<file path="config.mk">
export PLATFORM = sky130hd
export DESIGN_NAME = irq_pin_router
export DESIGN_NICKNAME = d
export VERILOG_FILES = /design/src/rtl/irq_router_pkg.sv /design/src/rtl/irq_src_counter.sv /design/src/rtl/irq_route_regs.sv /design/src/rtl/irq_line_merge.sv /design/src/rtl/irq_pin_router.sv
export SDC_FILE = /design/constraint.sdc
export NUM_CORES = 1
export LEC_CHECK = 0
export BUFFER_PORTS_ARGS = -buffer_cell sky130_fd_sc_hd__buf_2
export CORE_ASPECT_RATIO = 1.1
export CORE_MARGIN = 3
export CORE_UTILIZATION = 46
export CTS_CLUSTER_SIZE = 24
export DETAILED_ROUTE_END_ITERATION = 8
export GPL_TIMING_DRIVEN = 0
export PLACE_DENSITY = 0.61
export SLEW_MARGIN = 20
export SYNTH_ARGS = -nofsm -noshare
export SYNTH_HDL_FRONTEND = slang
export SYNTH_SLANG_ARGS = --single-unit
</file>
<file path="constraint.sdc">
create_clock -name clk -period 2.4 [get_ports clk]
set_input_delay 0.12 -clock clk [delete_from_list [all_inputs] [get_ports clk]]
set_output_delay 0.12 -clock clk [all_outputs]
set_load 0.1 [all_outputs]
</file>
<file path="src/rtl/irq_router_pkg.sv">
// Package: shared constants and helpers for the interrupt pin router.
// Assumes an 8-bit routing register with a suppress flag in bit 7 and a
// 4-bit target line field in bits 3:0.
package irq_router_pkg;

    localparam int ROUTE_W   = 8;
    localparam int FIELD_W   = 4;
    localparam int NUM_LINES = 1 << FIELD_W;

    typedef logic [ROUTE_W-1:0] route_t;

    localparam route_t ROUTE_RESET = 8'h80;
    localparam route_t ROUTE_KEEP  = 8'h8F;
    localparam int     SUPPRESS_BIT = 7;

    // Route contributes only when unsuppressed and its target is permitted.
    function automatic logic route_ok(input route_t r, input logic [NUM_LINES-1:0] mask);
        return (!r[SUPPRESS_BIT]) && mask[r[FIELD_W-1:0]];
    endfunction

endpackage

</file>
<file path="src/rtl/irq_src_counter.sv">
// Module: irq_src_counter
// Counts, for every pin, how many mapped device sources are requesting,
// and reports a pin as active while that count is non-zero.
// Assumes each map entry is 0 (unrouted) or a 1-based pin number.
module irq_src_counter #(
    parameter int NUM_PINS = 8,
    parameter int NUM_SRC  = 12,
    parameter int PIDX_W   = $clog2(NUM_PINS + 1),
    parameter logic [NUM_SRC*PIDX_W-1:0] SRC_PIN_MAP = '0
) (
    input  logic [NUM_SRC-1:0]  src_level,
    output logic [NUM_PINS-1:0] pin_active
);

    localparam int CNT_W = $clog2(NUM_SRC + 1);

    for (genvar p = 0; p < NUM_PINS; p++) begin : g_pin
        logic [CNT_W-1:0] cnt;

        // Sum the requesting sources that are wired to this pin.
        always_comb begin
            cnt = '0;
            for (int s = 0; s < NUM_SRC; s++) begin
                if (src_level[s] &&
                    SRC_PIN_MAP[s*PIDX_W +: PIDX_W] == PIDX_W'(p + 1)) begin
                    cnt = cnt + CNT_W'(1);
                end
            end
        end

        assign pin_active[p] = (cnt != '0);
    end

    // with no source requesting, no pin may be active.
    always_comb begin
        a_r3_idle_sources: assert (!((src_level == '0) && (pin_active != '0)));
    end

endmodule

</file>
<file path="src/rtl/irq_route_regs.sv">
// Module: irq_route_regs
// Holds one routing register per pin, written and read through a small
// port. Only the suppress flag and target field are kept. Also exports
// the value the registers will take at the next edge, so that the line
// logic can fold a write into the same step.
// Assumes reg_addr selects an existing pin.
module irq_route_regs
    import irq_router_pkg::*;
#(
    parameter int NUM_PINS = 8,
    parameter int ADDR_W   = $clog2(NUM_PINS)
) (
    input  logic                      clk,
    input  logic                      rst_n,
    input  logic [ADDR_W-1:0]         reg_addr,
    input  logic                      reg_we,
    input  logic [ROUTE_W-1:0]        reg_wdata,
    output logic [ROUTE_W-1:0]        reg_rdata,
    output logic [NUM_PINS-1:0][ROUTE_W-1:0] route_q,
    output logic [NUM_PINS-1:0][ROUTE_W-1:0] route_nxt
);

    logic addr_ok;
    assign addr_ok = (int'(reg_addr) < NUM_PINS);

    // Next register state: the current state with any masked write applied.
    always_comb begin
        route_nxt = route_q;
        if (reg_we && addr_ok) begin
            route_nxt[reg_addr] = reg_wdata & ROUTE_KEEP;
        end
    end

    // Register bank with synchronous active-low reset to the suppressed value.
    always_ff @(posedge clk) begin
        if (!rst_n) begin
            for (int p = 0; p < NUM_PINS; p++) begin
                route_q[p] <= ROUTE_RESET;
            end
        end else begin
            route_q <= route_nxt;
        end
    end

    // Combinational read of the addressed pin.
    assign reg_rdata = addr_ok ? route_q[reg_addr] : '0;

    // rewriting the held value leaves the bank unchanged.
    a_r8_same_value_write: assert property (@(posedge clk) disable iff (!rst_n)
        (reg_we && addr_ok && ((reg_wdata & ROUTE_KEEP) == route_q[reg_addr]))
        |=> $stable(route_q));

    for (genvar p = 0; p < NUM_PINS; p++) begin : g_chk
        // pad bits never hold ones.
        a_r2_pad_bits_zero: assert property (@(posedge clk) disable iff (!rst_n)
            route_q[p][6:4] == 3'b000);
        // a reset edge leaves the register suppressed.
        a_r1_reset_value: assert property (@(posedge clk)
            (rst_n && !$past(rst_n)) |-> route_q[p] == ROUTE_RESET);
    end

endmodule

</file>
<file path="src/rtl/irq_line_merge.sv">
// Module: irq_line_merge
// Decodes each pin's route into a one-hot line request, ORs the requests
// of all pins and registers the result as the legacy line outputs.
// Assumes route and pin_active describe the state after this cycle's edge.
module irq_line_merge
    import irq_router_pkg::*;
#(
    parameter int NUM_PINS = 8,
    parameter logic [NUM_LINES-1:0] PERMIT_MASK = 16'hDEF8
) (
    input  logic                             clk,
    input  logic                             rst_n,
    input  logic [NUM_PINS-1:0][ROUTE_W-1:0] route,
    input  logic [NUM_PINS-1:0]              pin_active,
    output logic [NUM_LINES-1:0]             irq_out
);

    logic [NUM_LINES-1:0] lines_nxt;
    logic [NUM_PINS-1:0]  pin_live;

    // Per pin: active and carrying a usable route.
    always_comb begin
        for (int p = 0; p < NUM_PINS; p++) begin
            pin_live[p] = pin_active[p] && route_ok(route[p], PERMIT_MASK);
        end
    end

    // OR of every live pin's target line.
    always_comb begin
        lines_nxt = '0;
        for (int p = 0; p < NUM_PINS; p++) begin
            if (pin_live[p]) begin
                lines_nxt[route[p][FIELD_W-1:0]] = 1'b1;
            end
        end
    end

    // Output flops with synchronous active-low reset.
    always_ff @(posedge clk) begin
        if (!rst_n) begin
            irq_out <= '0;
        end else begin
            irq_out <= lines_nxt;
        end
    end

    // no active pin means every line drops at the next edge.
    a_r4_idle_pins_quiet: assert property (@(posedge clk) disable iff (!rst_n)
        (pin_active == '0) |=> (irq_out == '0));

    // a line is never raised by more distinct lines than there are pins.
    a_r7_line_bound: assert property (@(posedge clk) disable iff (!rst_n)
        $countones(irq_out) <= NUM_PINS);

    // reserved lines never assert.
    for (genvar k = 0; k < NUM_LINES; k++) begin : g_line
        if (!PERMIT_MASK[k]) begin : g_rsv
            a_r6_reserved_line_low: assert property (@(posedge clk) disable iff (!rst_n)
                !irq_out[k]);
        end
    end

endmodule

</file>
<file path="src/rtl/irq_pin_router.sv">
// Module: irq_pin_router (top)
// Routes shared, level-sensitive interrupt pins onto legacy lines under
// per-pin routing registers and a fixed permission mask.
// Assumes SRC_PIN_MAP entries are 0 or 1..NUM_PINS.
module irq_pin_router
    import irq_router_pkg::*;
#(
    parameter int NUM_PINS = 8,
    parameter int NUM_SRC  = 12,
    parameter int PIDX_W   = $clog2(NUM_PINS + 1),
    parameter logic [NUM_SRC*PIDX_W-1:0] SRC_PIN_MAP = 48'h2088_7654_3211,
    parameter logic [15:0] PERMIT_MASK = 16'hDEF8,
    parameter int ADDR_W   = $clog2(NUM_PINS)
) (
    input  logic               clk,
    input  logic               rst_n,
    input  logic [ADDR_W-1:0]  reg_addr,
    input  logic               reg_we,
    input  logic [7:0]         reg_wdata,
    output logic [7:0]         reg_rdata,
    input  logic [NUM_SRC-1:0] src_level,
    output logic [15:0]        irq_out
);

    logic [NUM_PINS-1:0][ROUTE_W-1:0] route_q;
    logic [NUM_PINS-1:0][ROUTE_W-1:0] route_nxt;
    logic [NUM_PINS-1:0]              pin_active;

    irq_route_regs #(
        .NUM_PINS (NUM_PINS),
        .ADDR_W   (ADDR_W)
    ) u_regs (
        .clk       (clk),
        .rst_n     (rst_n),
        .reg_addr  (reg_addr),
        .reg_we    (reg_we),
        .reg_wdata (reg_wdata),
        .reg_rdata (reg_rdata),
        .route_q   (route_q),
        .route_nxt (route_nxt)
    );

    irq_src_counter #(
        .NUM_PINS    (NUM_PINS),
        .NUM_SRC     (NUM_SRC),
        .PIDX_W      (PIDX_W),
        .SRC_PIN_MAP (SRC_PIN_MAP)
    ) u_count (
        .src_level  (src_level),
        .pin_active (pin_active)
    );

    // Line logic sees the post-write routes so writes and levels merge.
    irq_line_merge #(
        .NUM_PINS    (NUM_PINS),
        .PERMIT_MASK (PERMIT_MASK)
    ) u_merge (
        .clk        (clk),
        .rst_n      (rst_n),
        .route      (route_nxt),
        .pin_active (pin_active),
        .irq_out    (irq_out)
    );

endmodule

</file>
==> results of run 1 <==
## stage by stage
step | worst slack [ps] | power [mW] | instances
after floorplan | 0.216 | 1.69 | 689
after global placement | -133 | 1.84 | 879
after detailed placement | -81.9 | 1.84 | 879
after CTS | 150 | 3.32 | 894
after global routing | 24.0 | 3.43 | 894
final | 95.9 | 3.34 | 894
## cell families (layout without fill, tap and decap cells)
family	count (synthesis)	after routing
flops	80	80
xor+xnor	2	2
other cells	1	5
simple gates	339	339
buf+inv	74	132
mux	33	33
compound gates	156	156
## synth_stat cells, types with 4 or more instances
library cell and count:
o21ai_0 37, inv_1 7, nor3b_1 7, nand4_1 11, a32oi_1 6, a21oi_1 8, nor4_1 17, nand4b_1 4
dfxtp_1 80, buf_2 19, a22oi_1 14, nand2b_1 11, and4b_1 4, or3b_2 8, o41a_1 6, mux2i_1 13
o22a_1 5, o22ai_1 7, mux4_2 4, and3_1 27, o211ai_1 9, and2_1 6, o311ai_0 4, or3_1 4
nor2_1 40, a21boi_0 29, nor2b_1 13, mux2_2 16, or4_1 4, nor3_1 46, nor4b_1 6, nand3_1 13
nand2_1 91, clkbuf_1 42, o31a_1 5, o2111ai_1 5, nand3b_1 8, a31oi_1 8
## where the power goes
| group | switching [mW] | leakage (nW) | internal, mW |
|---|---|---|---|
| Combinational | 0.332 | 1.38 | 0.122 |
| Sequential | 0.0266 | 0.648 | 1.35 |
| Clock | 0.598 | 0.152 | 0.913 |
## worst max-delay path, stage by stage, from the launching register on
cell	delay, ps
dfxtp_1	300
clkbuf_1	390
mux2i_1	140
mux2_2	290
o22a_1	200
o21ai_1	70
buf_2	440
## cell type report
type | instances | area, µm²
Fill cell | 1083 | 5030
Sequential cell | 80 | 1600
Multi-Input combinational cell | 535 | 3460
Inverter | 7 | 26.3
Buffer | 67 | 324
Clock inverter | 6 | 93.8
Tap cell | 147 | 184
Timing Repair Buffer | 43 | 215
Clock buffer | 9 | 225
## per-layer routing
layer | global-route usage | vias up
li1 | - | 2677
met1 | 0.447 | 2857
met2 | 0.536 | 426
met3 | 0.0726 | 104
met4 | 0.227 | 0
met5 | 0 | -
## how the worst min path moves through the flow
stage,to,slack [ps],cells past startpoint
after floorplan,u_merge.irq_out[9]$_SDFF_PN0_,390,3
after global placement,u_regs.route_q[29]$_SDFFE_PN0P_,460,1
after detailed placement,u_regs.route_q[29]$_SDFFE_PN0P_,460,1
after CTS,u_regs.route_q[57]$_SDFF_PN0_,200,2
after global routing,u_regs.route_q[57]$_SDFF_PN0_,220,2
final,u_regs.route_q[57]$_SDFF_PN0_,200,2
## registers in the layout (all words and copies together) (netlist names)
| name | flops |
|---|---|
| u_merge.irq_out | 16 |
| u_regs.route_q | 64 |
## cell usage in the layout, fill, tap and decap left out, types with 8 or more instances in the layout
| master | synthesis | layout |
|---|---|---|
| clkbuf_16 | 0 | 9 |
| nand2_1 | 91 | 91 |
| nand3b_1 | 8 | 8 |
| a21oi_1 | 8 | 8 |
| a22oi_1 | 14 | 14 |
| mux2_2 | 16 | 16 |
| and3_1 | 27 | 27 |
| dfxtp_1 | 80 | 80 |
| mux2i_1 | 13 | 13 |
| nor2b_1 | 13 | 13 |
| nand2b_1 | 11 | 11 |
| nor2_1 | 40 | 40 |
| buf_2 | 19 | 58 |
| o211ai_1 | 9 | 9 |
| a31oi_1 | 8 | 8 |
| nand3_1 | 13 | 13 |
| a21boi_0 | 29 | 29 |
| clkbuf_1 | 42 | 39 |
| nor4_1 | 17 | 17 |
| nand4_1 | 11 | 11 |
| o21ai_0 | 37 | 32 |
| or3b_2 | 8 | 8 |
| nor3_1 | 46 | 46 |
==> qor.yml, run 1 <==
grt:
  grt_max_degree: 15
  grt_pass1_wl_um: 33900
  antenna_found_initial: 0
  grt_overflow: 0
  grt_pass1_vias: 5628
  grt_use_total: 0.352
floorplan:
  die-area_um2: 13000
  die_h_um: 119
  die-width_um: 109
  ios: 50
  coreArea_um2: 11200
  start_util: 0.480
  num_rows: 40
logic_synthesis:
  yosysTopAreaCell: "dfxtp_1"
  synth_top_family_by_area: "simple AND/OR/NAND/NOR gates"
  synth_edf_count: 0
  synth_top_cell_area_share: 0.299
  syn_area_per_cell_um2: 7.82
  ys_ff_latch: 80
  yosys.area_share.simple: 0.357
  synthMuxAreaShare: 0.0747
  syn_area_um2: 5360
  synth_fa_ha_area_frac: 0
  ys.flop_type: "dfxtp_1"
  netlist_instances: 685
  ys_warn_count: 0
  synth_compound_area_frac: 0.207
  synth_cell_types: 62
  synth_xor_area_frac: 0.00327
  synthTopCellsByArea: "dfxtp_1, nand2_1, nor3_1, a21boi_0, o21ai_0"
  async_flop_share: 0
  ys_seq_area_frac: 0.299
layout:
  fin_nets: 769
  finalInstanceArea_um2: 6130
  n_antenna_cell: 0
  layout-drive-gt1-share: 0.165
  syn_to_final_growth_pct: 14.4
  final_core_util: 0.549
routing:
  via_per_inst: 6.78
  wl_um: 22600
  vias: 6064
  dr.pass1.iters: 6
  route.detailed.drc: 0
  met2WireLength_um: 10100
  met3WireLength_um: 2360
  routedWlPerCell_um: 25.3
  drt_iter0_markers: 883
  ant_nets: 0
  dr.max_layer_used: "met4"
  met1_length_um: 8500
sta:
  rsz0062_at_grt: "no"
  slew_headroom: 0.445
  setup_violations: 0
  timing.setup.tns_ps: 0
  fmax_ghz: 0.434
  hold_ws_ps: 204
  slew_violations: 0
  tightestPinTransition_ps: 820
  period_needed_ps: 2300
  skew_ps: 10.8
  finalHoldViolCount: 0
  fin_crit_sh: 0.960
setup_path:
  timing.rr.start: "u_regs.route_q[2]$_SDFF_PN0_"
  reg2regPathDepth: 6
  r2r_setup_slack_ps: 170
  arrival_ps: 2180
  end_kind: "output pin"
  crit_required_ps: 2280
  r2r-end: "u_merge.irq_out[11]$_SDFF_PN0_"
  crit_path_end: "reg_rdata[2]"
  worstSetupStartpoint: "u_regs.route_q[34]$_SDFF_PN0_"
  startpoint_type: "register"
  crit_fanout: 9
  path_class: "reg -> out"
run:
  maxCapViolations: 0
power:
  p_per_area_nw_per_um2: 545
  cellLeakagePower_nw: 2.18
  ir_drop_v: 0.000608
clocking:
  cts_sinks: 80
  path_clk_slew_ps: 60
  ctsResizeCount: 0
  worstSkewPairLatency_ps: 350
  htreeDepth: 3
  cts_setup_buffers: 0
  clk_root_buffer_cell: "clkbuf_16"
  clockBufferDepth: 2
  numCtsBuffers: 9
  cts_tree: "built"
  hold_buffers: 0
outcome:
  status: "completed"
place:
  port_buffers: 43
  dpl.hpwl_um: 16700
  postPlaceCellArea_um2: 5810
  gp_congestion: 1.00
worst_hold_path:
  hp-start: "rst_n"
  hold_class: "in -> reg"
Note: power is estimated with default switching activity, not from simulation.
==> run 2: changes to the inputs <==
--- a/config.mk
+++ b/config.mk
@@ -6,13 +6,14 @@
 export NUM_CORES = 1
 export LEC_CHECK = 0
 export BUFFER_PORTS_ARGS = -buffer_cell sky130_fd_sc_hd__buf_2
+export CAP_MARGIN = 20
 export CORE_ASPECT_RATIO = 1.1
 export CORE_MARGIN = 3
-export CORE_UTILIZATION = 46
+export CORE_UTILIZATION = 47
 export CTS_CLUSTER_SIZE = 24
 export DETAILED_ROUTE_END_ITERATION = 8
 export GPL_TIMING_DRIVEN = 0
-export PLACE_DENSITY = 0.61
+export PLACE_DENSITY = 0.63
 export SLEW_MARGIN = 20
 export SYNTH_ARGS = -nofsm -noshare
 export SYNTH_HDL_FRONTEND = slang
==> run 2 against run 1 <==
  * Register-to-register slack hardly changed
  * Via count is 1.6% lower
  * Fmax up 2.3%
  * Sequential share of layout area is 0.17 points higher
  * First-iteration DRC count grew 8.5%
  * Critical path type unchanged
  * Highest routed layer unchanged
==> qor.yml, run 2 (synthesized netlist as in run 1, its figures left out) <==
layout:
  layout-drive-gt1-share: 0.164
  reg_top3: "u_regs.route_q: 64 flops, u_merge.irq_out: 16 flops"
  fillCellCount: 1060
  n_antenna_cell: 0
  fin_cells: 895
  layout_commonest_cell: "nand2_1"
  fin_nets: 769
  top_register: "u_regs.route_q"
  largest_register_ffs: 64
  syn_to_final_growth_pct: 13.6
  layout_common_cells: "nand2_1, dfxtp_1, buf_2"
floorplan:
  die_h_um: 118
  die-area_um2: 12700
  ios: 50
  num_rows: 40
  die-width_um: 108
  coreArea_um2: 11000
  start_util: 0.487
clocking:
  ctsResizeCount: 0
  cts_tree: "built"
  htreeDepth: 3
  hold_buffers: 0
  clk_root_buffer_cell: "clkbuf_16"
  numCtsBuffers: 9
  cts_setup_buffers: 0
  cts_sinks: 80
  clockBufferDepth: 2
  path_clk_slew_ps: 60
  worstSkewPairLatency_ps: 350
sta:
  period_needed_ps: 2250
  setup_violations: 0
  tightestPinTransition_ps: 885
  setup_slack_ps: 147
  hold_ws_ps: 191
  finalHoldViolCount: 0
  fmax_ghz: 0.444
  slew_violations: 0
  timing.setup.tns_ps: 0
  rsz0062_at_grt: "no"
  fin_crit_sh: 0.939
  slew_headroom: 0.402
  skew_ps: 12.7
worst_hold_path:
  hold_class: "in -> reg"
outcome:
  status: "completed"
place:
  place_inst: 879
  gp_congestion: 1.05
  dpl.hpwl_um: 16500
  port_buffers: 43
  post-place-ws_ps: -55.3
routing:
  via_per_inst: 6.67
  ant_nets: 0
  vias: 5966
  route.detailed.drc: 0
  wl_um: 22100
  drt_iter0_markers: 958
  dr.pass1.iters: 6
  routedWlPerCell_um: 24.7
power:
  cellLeakagePower_nw: 2.15
  p_seq_frac: 0.435
  combPwrFrac: 0.143
  internal_power_mw: 2.18
  p_per_area_nw_per_um2: 518
  ir_drop_v: 0.000373
  power_mw: 3.16
  netSwitchingFraction: 0.308
  switchingPower_mw: 0.972
  p_clk_frac: 0.422
grt:
  grt_overflow: 0
  grt_max_degree: 16
  grtUsageMet2: 0.524
  use_met1: 0.452
  grt_most_used_layer: "met2"
  antenna_found_initial: 0
  grt_pass1_vias: 5442
  grt_use_met3: 0.0592
  grt_pass1_wl_um: 32700
  grt_use_total: 0.344
setup_path:
  crit_fanout: 9
  startpoint_type: "register"
  end_kind: "output pin"
  arrival_ps: 2130
  crit_required_ps: 2280
  path_class: "reg -> out"
run:
  maxCapViolations: 0
==> run 2: area by class of cell <==
| class | instances | area (µm²) | share of cell area |
|---|---|---|---|
| buffer | 67 | 324 | 0.0532 |
| clock inverter | 6 | 51.3 | 0.00843 |
| clock buffer | 10 | 229 | 0.0376 |
| inverter | 7 | 26.3 | 0.00432 |
| multi-input combinational | 535 | 3460 | 0.568 |
| tap | 147 | 184 | 0.0302 |
| sequential | 80 | 1600 | 0.263 |
| timing repair buffer | 43 | 215 | 0.0353 |
==> run 2: per-layer routing <==
metal	vias to the layer above	routed length [µm]
li1	2668	-
met1	2799	8720
met2	409	9860
met3	90	2170
met4	0	1370
met5	-	0
==> run 2: worst max-delay path, stage by stage, from the launching register on <==
cell	delay, ps
dfxtp_1	310
clkbuf_1	340
mux2i_1	150
mux2_2	290
o22a_1	190
o21ai_1	60
buf_2	440
==> run 2: final timing paths <==
check                                        from                              end  slack, ps  cells past startpoint
setup / recovery    u_regs.route_q[34]$_SDFF_PN0_                     reg_rdata[2]        150                      6
setup reg to reg     u_regs.route_q[2]$_SDFF_PN0_   u_merge.irq_out[11]$_SDFF_PN0_        160                      6
hold / removal                              rst_n    u_regs.route_q[57]$_SDFF_PN0_        190                      2
hold reg to reg   u_regs.route_q[36]$_SDFFE_PN0P_  u_regs.route_q[36]$_SDFFE_PN0P_        480                      1
==> run 2: metrics by stage <==
stage | util | instance area, µm²
6_report | 0.553 | 6090
3_5_place_dp | 0.528 | 5810
2_1_floorplan | - | 5410
4_1_cts | 0.553 | 6090
5_1_grt | 0.553 | 6090
3_3_place_gp | 0.528 | 5810
==> run 2: power groups by stage <==
stage               clock network (mW)  logic, mW  registers [mW]
floorplan                            0      0.255            1.43
detailed placement                   0      0.438            1.40
global placement                     0      0.435            1.40
global route                      1.39      0.472            1.38
CTS                               1.32      0.439            1.37
finish                            1.33      0.452            1.37
